**config.mk**
```make
export PLATFORM = sky130hd
export DESIGN_NAME = task_dma_seq
export DESIGN_NICKNAME = d
export VERILOG_FILES = /design/src/rtl/tslot_pkg.sv /design/src/rtl/tslot_regs.sv /design/src/rtl/tslot_trig.sv /design/src/rtl/tslot_walker.sv /design/src/rtl/task_dma_seq.sv
export SDC_FILE = /design/constraint.sdc
export NUM_CORES = 1
export LEC_CHECK = 0
export BUFFER_PORTS_ARGS = -buffer_cell sky130_fd_sc_hd__buf_4
export CORE_ASPECT_RATIO = 1.5
export CORE_MARGIN = 5
export CORE_UTILIZATION = 50
export DETAILED_ROUTE_END_ITERATION = 12
export GPL_TIMING_DRIVEN = 0
export PLACE_DENSITY = 0.75
export SLEW_MARGIN = 25
export SYNTH_ARGS = -nofsm -noshare
export SYNTH_HDL_FRONTEND = slang
export SYNTH_SLANG_ARGS = --single-unit
```
**constraint.sdc**
```tcl
create_clock -name clk -period 6.65 [get_ports clk]
set_input_delay 1.6625 -clock clk [delete_from_list [all_inputs] [get_ports clk]]
set_output_delay 1.6625 -clock clk [all_outputs]
set_load 0.005 [all_outputs]
```
**src/rtl/tslot_pkg.sv**
```systemverilog
package tslot_pkg;
  localparam int REG_IDX_W = 4;
  typedef enum logic [REG_IDX_W-1:0] {
    IDX_TCTL = 4'd0,
    IDX_DCTL = 4'd1,
    IDX_BASE = 4'd2,
    IDX_CNT  = 4'd3,
    IDX_REM  = 4'd4
  } reg_idx_e;
  localparam int SOFT_BIT   = 31;
  localparam int DIR_BIT    = 0;
  localparam int ARM_BIT    = 0;
  localparam int RELOAD_BIT = 1;
endpackage

```
**src/rtl/tslot_regs.sv**
```systemverilog
module tslot_regs
  import tslot_pkg::*;
#(
  parameter int AW = 16,
  parameter int CW = 16
) (
  input  logic                 clk,
  input  logic                 rst_n,
  input  logic                 wr,
  input  logic [REG_IDX_W-1:0] idx,
  input  logic [31:0]          wdata,
  input  logic                 armed,
  input  logic [CW-1:0]        remain,
  output logic [31:0]          rdata,
  output logic                 dir_rx,
  output logic                 reload,
  output logic [AW-1:0]        base,
  output logic [CW-1:0]        cnt,
  output logic                 arm_wr,
  output logic                 disarm_wr,
  output logic                 soft_rise,
  output logic                 soft_fall
);
  logic soft_q;
  logic unused_bits;
  assign unused_bits = ^wdata;

  logic wr_tctl, wr_dctl;
  assign wr_tctl   = wr && (idx == IDX_TCTL);
  assign wr_dctl   = wr && (idx == IDX_DCTL);
  assign arm_wr    = wr_dctl && wdata[ARM_BIT];
  assign disarm_wr = wr_dctl && !wdata[ARM_BIT];
  assign soft_rise = wr_tctl && wdata[SOFT_BIT] && !soft_q;
  assign soft_fall = wr_tctl && !wdata[SOFT_BIT] && soft_q;

  always_ff @(posedge clk or negedge rst_n) begin
    if (!rst_n) begin
      soft_q <= 1'b0;
      dir_rx <= 1'b0;
      reload <= 1'b0;
      base   <= '0;
      cnt    <= '0;
    end else if (wr) begin
      case (idx)
        IDX_TCTL: begin
          soft_q <= wdata[SOFT_BIT];
          dir_rx <= wdata[DIR_BIT];
        end
        IDX_DCTL: reload <= wdata[RELOAD_BIT];
        IDX_BASE: base   <= wdata[AW-1:0];
        IDX_CNT:  cnt    <= wdata[CW-1:0];
        default: ;
      endcase
    end
  end

  always_comb begin
    rdata = '0;
    case (idx)
      IDX_TCTL: begin
        rdata[SOFT_BIT] = soft_q;
        rdata[DIR_BIT]  = dir_rx;
      end
      IDX_DCTL: begin
        rdata[ARM_BIT]    = armed;
        rdata[RELOAD_BIT] = reload;
      end
      IDX_BASE: rdata[AW-1:0] = base;
      IDX_CNT:  rdata[CW-1:0] = cnt;
      IDX_REM:  rdata[CW-1:0] = remain;
      default: ;
    endcase
  end
endmodule

```
**src/rtl/tslot_trig.sv**
```systemverilog
module tslot_trig (
  input  logic ext_trig,
  input  logic soft_rise,
  input  logic soft_fall,
  input  logic armed,
  input  logic running,
  input  logic running_soft,
  output logic start,
  output logic start_soft,
  output logic stop
);
  logic idle_armed;
  assign idle_armed = armed && !running;
  assign start      = idle_armed && (ext_trig || soft_rise);
  assign start_soft = idle_armed && soft_rise;
  assign stop       = running && running_soft && soft_fall;
endmodule

```
**src/rtl/tslot_walker.sv**
```systemverilog
module tslot_walker #(
  parameter int AW = 16,
  parameter int CW = 16
) (
  input  logic          clk,
  input  logic          rst_n,
  input  logic          arm_wr,
  input  logic          disarm_wr,
  input  logic [AW-1:0] base,
  input  logic [CW-1:0] cnt,
  input  logic          reload,
  input  logic          start,
  input  logic          start_soft,
  input  logic          stop,
  input  logic          xfer,
  input  logic          fault,
  output logic          armed,
  output logic          running,
  output logic          running_soft,
  output logic [AW-1:0] cur,
  output logic [CW-1:0] remain,
  output logic          evt_half,
  output logic          evt_done,
  output logic          evt_err
);
  localparam logic [CW-1:0] ONE_C = {{(CW-1){1'b0}}, 1'b1};
  localparam logic [AW-1:0] ONE_A = {{(AW-1){1'b0}}, 1'b1};

  logic [CW-1:0] rem_nx, half_mark;
  assign rem_nx    = remain - ONE_C;
  assign half_mark = cnt - (cnt >> 1);

  always_ff @(posedge clk or negedge rst_n) begin
    if (!rst_n) begin
      armed        <= 1'b0;
      running      <= 1'b0;
      running_soft <= 1'b0;
      cur          <= '0;
      remain       <= '0;
      evt_half     <= 1'b0;
      evt_done     <= 1'b0;
      evt_err      <= 1'b0;
    end else begin
      evt_half <= 1'b0;
      evt_done <= 1'b0;
      evt_err  <= 1'b0;
      if (disarm_wr) begin
        armed   <= 1'b0;
        running <= 1'b0;
      end else if (arm_wr) begin
        armed   <= (cnt != '0);
        running <= 1'b0;
        cur     <= base;
        remain  <= cnt;
      end else if (running && fault) begin
        running <= 1'b0;
        evt_err <= 1'b1;
      end else if (stop) begin
        running <= 1'b0;
      end else if (xfer) begin
        cur    <= cur + ONE_A;
        remain <= rem_nx;
        if (rem_nx == half_mark) evt_half <= 1'b1;
        if (rem_nx == '0) begin
          evt_done <= 1'b1;
          running  <= 1'b0;
          if (reload) begin
            cur    <= base;
            remain <= cnt;
          end else begin
            armed <= 1'b0;
          end
        end
      end else if (start) begin
        running      <= 1'b1;
        running_soft <= start_soft;
      end
    end
  end
endmodule

```
**src/rtl/task_dma_seq.sv**
```systemverilog
module task_dma_seq
  import tslot_pkg::*;
#(
  parameter int AW = 16,
  parameter int CW = 16
) (
  input  logic          clk,
  input  logic          rst_n,
  input  logic          reg_wr,
  input  logic [5:0]    reg_addr,
  input  logic [31:0]   reg_wdata,
  output logic [31:0]   reg_rdata,
  input  logic          ext_trig,
  input  logic          eng_valid,
  output logic          eng_ready,
  input  logic [7:0]    eng_rdata,
  output logic [7:0]    eng_tdata,
  input  logic          eng_fault,
  output logic          mem_wr,
  output logic          mem_rd,
  output logic [AW-1:0] mem_addr,
  output logic [7:0]    mem_wdata,
  input  logic [7:0]    mem_rdata,
  output logic          evt_half,
  output logic          evt_done,
  output logic          evt_err,
  output logic          busy
);
  logic unused_addr;
  assign unused_addr = ^reg_addr[1:0];

  logic          dir_rx, reload, arm_wr, disarm_wr, soft_rise, soft_fall;
  logic          armed, running, running_soft, start, start_soft, stop, xfer;
  logic [AW-1:0] base, cur;
  logic [CW-1:0] cnt, remain;

  tslot_regs #(.AW(AW), .CW(CW)) u_regs (
    .clk(clk), .rst_n(rst_n), .wr(reg_wr), .idx(reg_addr[5:2]),
    .wdata(reg_wdata), .armed(armed), .remain(remain), .rdata(reg_rdata),
    .dir_rx(dir_rx), .reload(reload), .base(base), .cnt(cnt),
    .arm_wr(arm_wr), .disarm_wr(disarm_wr),
    .soft_rise(soft_rise), .soft_fall(soft_fall)
  );

  tslot_trig u_trig (
    .ext_trig(ext_trig), .soft_rise(soft_rise), .soft_fall(soft_fall),
    .armed(armed), .running(running), .running_soft(running_soft),
    .start(start), .start_soft(start_soft), .stop(stop)
  );

  assign eng_ready = running && !(eng_fault || stop || arm_wr || disarm_wr);
  assign xfer      = eng_valid && eng_ready;

  tslot_walker #(.AW(AW), .CW(CW)) u_walk (
    .clk(clk), .rst_n(rst_n), .arm_wr(arm_wr), .disarm_wr(disarm_wr),
    .base(base), .cnt(cnt), .reload(reload), .start(start),
    .start_soft(start_soft), .stop(stop), .xfer(xfer), .fault(eng_fault),
    .armed(armed), .running(running), .running_soft(running_soft),
    .cur(cur), .remain(remain), .evt_half(evt_half), .evt_done(evt_done),
    .evt_err(evt_err)
  );

  assign mem_addr  = cur;
  assign mem_wr    = xfer && dir_rx;
  assign mem_wdata = eng_rdata;
  assign mem_rd    = running && !dir_rx;
  assign eng_tdata = mem_rdata;
  assign busy      = running;
endmodule

```
==> results.py, run 1 <==
metrics = {
    "worst_setup_path": {
        "r2r_cells": 10,
        "crit_path_end_kind": "output port",
        "worstPathArrival_ns": 3.71,
        "cp_max_fo": 10,
        "crit_path_start_kind": "input pin",
        "rrSetupSlack_ns": 3.09,
        "crit_path_cell_trace": "buf_4 > clkbuf_1 > nor4b_1 > clkbuf_1 > a222oi_1 > inv_1 > buf_4",
        "cpLargestDelayFamily": "buffers and inverters",
        "crit_path_max_incr_delay_ns": 0.87,
        "r2r_start": "u_walk.remain[0]",
        "crit_buf_inv": 5,
        "path_class": "in2out",
        "critPathRequiredTime_ns": 4.99,
        "cpMaxStageDelayCell": "nor4b_1",
        "r2r_end": "u_walk.cur[2]",
    },
    "pwr": {
        "p_sw_frac": 0.3818,
        "p_seq_frac": 0.334,
        "comb_power_share": 0.429,
        "intPower_w": 0.001205,
        "p_sw_w": 0.0007441,
        "leakage_nw": 3.076,
        "clkPwrFrac": 0.237,
        "power.density_mw_per_mm2": 295.7,
        "ir_drop_uv": 231.9,
    },
    "floorplanning": {
        "fp.dieH_um": 138.0,
        "boundaryPins": 131,
        "initial_core_util": 0.5128,
        "core-area_mm2": 0.01065,
        "std_cell_rows": 46,
        "die_area_mm2": 0.01315,
        "fp.dieW_um": 95.33,
    },
    "global_routing": {
        "grt_overflow": 0,
        "grtUsageTotal": 0.2520,
        "antenna_found_initial": 0,
        "grt_max_degree": 74,
        "first_global_vias": 5040,
        "grt_pass1_wl_um": 25470,
    },
    "timing": {
        "slew_violations": 0,
        "finalHoldViolations": 0,
        "finalCriticalPeriod_ns": 5.371,
        "setup_slack_ns": 1.279,
        "timing.final.crit_share": 0.8077,
        "slew_headroom": 0.3475,
        "finalSetupViolCount": 0,
        "rsz0062_at_grt": "false",
        "setup_tns_ns": 0,
        "fmax_mhz": 186.2,
        "finClkSkew_ns": 0.01066,
        "tightest_slew_ns": 0.9651,
    },
    "drt": {
        "vias": 4978,
        "routedWlPerCell_um": 18.63,
        "dr.pass1.iters": 5,
        "vias_per_cell": 5.795,
        "ant_nets": 0,
        "drtIter0Drc": 462,
        "drcViolationCount": 0,
        "routed_wl_um": 16000,
    },
    "logic_synthesis": {
        "syn-instance-count": 603,
        "ys_warn_count": 0,
        "synth_edf_count": 0,
        "synthesis.area_mm2": 0.005460,
        "yosysUniqueCellTypes": 66,
        "synth-seq-cells": 73,
        "async_reset_ff_frac": 1.000,
        "ys_seq_area_frac": 0.3346,
        "synth_top_flop_cell": "dfrtp_1",
        "synth.avg_cell_area_um2": 9.055,
    },
    "run": {
        "cap_violations": 0,
    },
    "placed_design": {
        "portBuffers": 82,
        "dp.cells": 843,
        "pre_cts_ws_ns": 1.296,
        "hpwl_um": 12490,
        "place_congestion": 0.9565,
        "dpl_cell_area_mm2": 0.006309,
    },
    "finish": {
        "post-route-util": 0.6190,
        "areaGrowthSynthToFinish_pct": 20.71,
        "instances_no_fill": 859,
        "drive_gt1_frac": 0.2601,
        "final_cell_area_mm2": 0.006591,
        "fin_nets": 798,
        "antenna_cells": 0,
        "mostFrequentLayoutCell": "buf_4",
        "mostFrequentLayoutCells": "buf_4 (112), dfrtp_1 (73), inv_1 (46), a21oi_1 (46)",
    },
    "cts": {
        "clk_path_buf_depth": 2,
        "clock_latency_ns": 0.34,
        "tritoncts": "yes",
        "cts_buffers": 9,
        "path_clk_slew_ns": 0.06,
        "cts_resized": 0,
        "cts-hold-fix-buffers": 0,
        "cts_setup_buffers": 0,
        "cts.htree.levels": 3,
        "clock_sinks": 73,
        "cts_root_buf": "clkbuf_16",
    },
    "hold_path": {
        "min_from": "u_regs.base[8]",
        "worstHoldPathType": "reg2reg",
        "min_to": "u_regs.base[8]",
        "holdPathStages": 1,
    },
    "outcome": {
        "status": "completed",
    },
}
==> area by class of cell <==
class                      instances  area, um^2
tap                              144       180.2
fill                             889        4056
timing repair buffer              82       619.3
sequential                        73        1827
clock buffer                      10       239.0
inverter                          46       172.7
clock inverter                     6       40.04
multi-input combinational        437        3123
buffer                            61       390.4
==> sequential cells by signal (all words and copies together) (netlist names) <==
signal and flops:
u_walk.armed 1, u_regs.base 16, u_walk.running_soft 1, u_regs.reload 1, u_walk.evt_err 1, u_walk.evt_done 1
u_regs.cnt 16, u_regs.soft_q 1, u_walk.evt_half 1, u_walk.cur 16, u_regs.dir_rx 1, u_walk.remain 16
u_walk.running 1
==> how the worst max path moves through the flow <==
stage	start	endpoint	slack, ns	depth (start not counted)
after floorplan	reg_addr[2]	reg_rdata[12]	2.07	5
after CTS	reg_addr[2]	reg_rdata[14]	1.29	7
after global placement	reg_addr[2]	reg_rdata[9]	1.36	7
after global routing	reg_addr[2]	reg_rdata[14]	1.14	7
after detailed placement	reg_addr[2]	reg_rdata[14]	1.30	7
final	reg_addr[2]	reg_rdata[14]	1.28	7
==> through the flow <==
step           hold slack (ns)  total power [W]
2_1_floorplan           0.4655         0.001231
3_3_place_gp            0.4981         0.001446
3_5_place_dp            0.5239         0.001479
4_1_cts                 0.5390         0.001939
5_1_grt                 0.5554         0.002071
6_report                0.5409         0.001949
==> layer usage <==
layer  global-route usage  routed length [um]
met2               0.4503                8389
met4               0.1140                 582
met3              0.03637                 888
met5                    0                   0
met1               0.2938                6143
==> power by group through the flow <==
stage	Sequential (W)	Combinational (W)	Clock, W
2_1_floorplan	0.000616	0.000615	0
3_3_place_gp	0.000647	0.000800	0
3_5_place_dp	0.000652	0.000826	0
4_1_cts	0.000645	0.000832	0.000462
5_1_grt	0.000661	0.000923	0.000487
6_report	0.000650	0.000837	0.000462
==> kinds of logic (layout without fill, tap and decap cells) <==
kind of cell / count (synthesis) / in the layout / share of synthesized area
other: 1 / 15 / 0.0006868
flip-flops: 73 / 73 / 0.3346
adder cells (fa/ha/maj): 28 / 28 / 0.06554
XOR/XNOR: 45 / 45 / 0.07745
AO/OA/AOI/OAI: 143 / 143 / 0.1691
AND/OR/NAND/NOR: 168 / 168 / 0.1719
multiplexers: 38 / 38 / 0.07768
buffers and inverters: 107 / 205 / 0.1031
==> worst register-to-register path: stages, from the launching register on <==
cell and delay, ns:
dfrtp_1 0.48, inv_1 0.12, ha_1 0.33, nor3b_4 0.44, nand4_1 0.25, xnor2_2 0.32, o2111ai_1 0.28, o31ai_2 0.83
o21ai_0 0.16, nor2b_1 0.17, a21oi_1 0.11
==> synthesized netlist by cell type, drive strengths merged (3+ instances only) <==
cell type,count,area [um^2]
buf,42,319.1
a31oi,8,50.05
o22ai,6,37.54
nand3,17,85.08
ha,27,337.8
nor3,12,65.06
xnor2,38,340.3
a2bb2oi,3,26.28
and3b,3,26.28
nand2,29,108.9
clkbuf,19,71.32
nor2,38,145.1
nand4b,3,26.28
inv,46,172.7
o21ai,35,175.2
o22a,3,26.28
nand2b,3,26.27
nor3b,5,48.80
or3,5,36.28
o21bai,4,30.03
dfrtp,73,1827
nor4,8,71.32
nor2b,12,75.07
mux2,35,394.1
a21oi,46,230.2
o211ai,3,22.52
a222oi,14,140.1
and3,11,68.82
mux2i,3,30.03
and2,5,31.28
xor2,6,60.06
nand4,10,62.56
No activity file was read; power rests on OpenSTA's default activity.
==> run 2: changes to the inputs <==
--- a/config.mk
+++ b/config.mk
@@ -11,7 +11,7 @@
 export CORE_UTILIZATION = 50
 export DETAILED_ROUTE_END_ITERATION = 12
 export GPL_TIMING_DRIVEN = 0
-export PLACE_DENSITY = 0.75
+export PLACE_DENSITY = 0.78
 export SLEW_MARGIN = 25
 export SYNTH_ARGS = -nofsm -noshare
 export SYNTH_HDL_FRONTEND = slang
==> constraint.sdc (replaced) <==
create_clock -name clk -period 4.4 [get_ports clk]
set_input_delay 1.1 -clock clk [delete_from_list [all_inputs] [get_ports clk]]
set_output_delay 1.1 -clock clk [all_outputs]
set_load 0.005 [all_outputs]
==> results.py, run 2 (synthesis gave the netlist of run 1 again) <==
metrics = {
    "outcome": {
        "status": "completed",
    },
    "drt": {
        "drcViolationCount": 0,
        "vias_per_cell": 5.938,
        "dr.pass1.iters": 9,
        "routed_wl_um": 16050,
        "ant_nets": 0,
        "vias": 5101,
        "routedWlPerCell_um": 18.69,
        "drtIter0Drc": 434,
    },
    "finish": {
        "n_fill_cell": 899,
        "regArea_mm2": 0.001827,
        "fin_nets": 798,
        "multiInputGateArea_mm2": 0.003129,
        "mostFrequentLayoutCells": "buf_4 (113), dfrtp_1 (73), inv_1 (46), a21oi_1 (46)",
        "antenna_cells": 0,
        "drive_gt1_frac": 0.2601,
        "mostFrequentLayoutCell": "buf_4",
        "areaGrowthSynthToFinish_pct": 20.67,
        "final_cell_area_mm2": 0.006589,
    },
    "global_routing": {
        "grt_pass1_wl_um": 25530,
        "antenna_found_initial": 0,
        "grt_max_degree": 74,
        "grt_overflow": 0,
        "first_global_vias": 5178,
        "grtUsageTotal": 0.2524,
    },
    "pwr": {
        "finalPower_w": 0.002928,
        "ir_drop_uv": 340.0,
        "power.density_mw_per_mm2": 444.4,
        "comb_power_share": 0.430,
        "p_sw_w": 0.001110,
        "intPower_w": 0.001818,
        "p_seq_frac": 0.337,
        "p_sw_frac": 0.3792,
        "clkPwrFrac": 0.233,
        "leakage_nw": 3.073,
    },
    "cts": {
        "cts.htree.levels": 3,
        "path_clk_slew_ns": 0.06,
        "clock_sinks": 73,
        "cts_root_buf": "clkbuf_16",
        "clk_path_buf_depth": 2,
        "tritoncts": "yes",
        "cts_resized": 0,
        "clock_latency_ns": 0.34,
        "cts_setup_buffers": 0,
        "cts_buffers": 9,
        "cts-hold-fix-buffers": 0,
    },
    "worst_setup_path": {
        "cp_max_fo": 10,
        "worstPathArrival_ns": 2.93,
        "crit_path_end_kind": "output port",
        "crit_path_start_kind": "input pin",
        "critPathRequiredTime_ns": 3.30,
        "path_class": "in2out",
    },
    "run": {
        "cap_violations": 0,
    },
    "timing": {
        "setup_slack_ns": 0.3747,
        "slew_violations": 0,
        "finalSetupViolCount": 0,
        "finalCriticalPeriod_ns": 4.025,
        "finClkSkew_ns": 0.005256,
        "fmax_mhz": 248.4,
        "tightest_slew_ns": 0.9388,
        "finalHoldViolations": 0,
        "hold_ws_ns": 0.5245,
        "slew_headroom": 0.3704,
        "setup_tns_ns": 0,
        "rsz0062_at_grt": "false",
        "timing.final.crit_share": 0.9148,
    },
    "floorplanning": {
        "initial_core_util": 0.5128,
        "boundaryPins": 131,
        "std_cell_rows": 46,
        "die_area_mm2": 0.01315,
        "fp.dieW_um": 95.33,
        "core-area_mm2": 0.01065,
        "fp.dieH_um": 138.0,
    },
    "placed_design": {
        "pre_cts_ws_ns": 0.1562,
        "portBuffers": 82,
        "dpl_cell_area_mm2": 0.006309,
        "hpwl_um": 12580,
        "place_congestion": 0.9119,
    },
    "hold_path": {
        "worstHoldPathType": "reg2reg",
    },
}
-- run 2: worst paths after layout --
kind	startpoint	end	slack, ns	cells after the start
max in group asynchronous	rst_n	u_regs.cnt[14]	2.89	1
worst max register to register	u_walk.remain[0]	u_walk.cur[2]	0.85	10
worst max-delay path	reg_addr[2]	reg_rdata[10]	0.37	7
worst min register to register	u_walk.running_soft	u_walk.running_soft	0.52	1
worst min-delay path	u_walk.running_soft	u_walk.running_soft	0.52	1
min in group asynchronous	rst_n	u_walk.cur[0]	0.90	1
-- run 2: stage by stage --
step,utilization,instances
floorplan,-,617
global placement,0.5925,843
detailed placement,0.5925,843
CTS,0.6182,859
global route,0.6188,859
finish,0.6188,859
-- run 2: per-layer routing --
layer	global-route usage	vias to the layer above	routed length (um)
met5	0	-	0
met3	0.03692	59	1022
li1	-	2345	-
met1	0.2891	2440	6062
met4	0.1613	0	904
met2	0.4336	257	8064
-- run 2: final cells by class --
cell class | instances | area share
buffer | 61 | 0.05925
clock buffer | 11 | 0.03684
clock inverter | 5 | 0.004747
inverter | 46 | 0.02621
multi-input combinational | 437 | 0.4749
sequential | 73 | 0.2772
tap | 144 | 0.02735
timing repair buffer | 82 | 0.09343
-- run 2: critical path, stage by stage --
cell	delay, ns
buf_4	0.12
clkbuf_1	0.20
nor4b_2	0.62
clkbuf_1	0.44
a222oi_1	0.22
inv_1	0.10
buf_4	0.11
-- run 2: power by group through the flow --
stage / clock network, W / logic [W] / registers [W]
final: 0.000683 / 0.00126 / 0.000985
after detailed placement: 0 / 0.00125 / 0.000988
after global placement: 0 / 0.00121 / 0.000977
after CTS: 0.000686 / 0.00126 / 0.000977
after floorplan: 0 / 0.000929 / 0.000931
after global routing: 0.000712 / 0.00139 / 0.00100
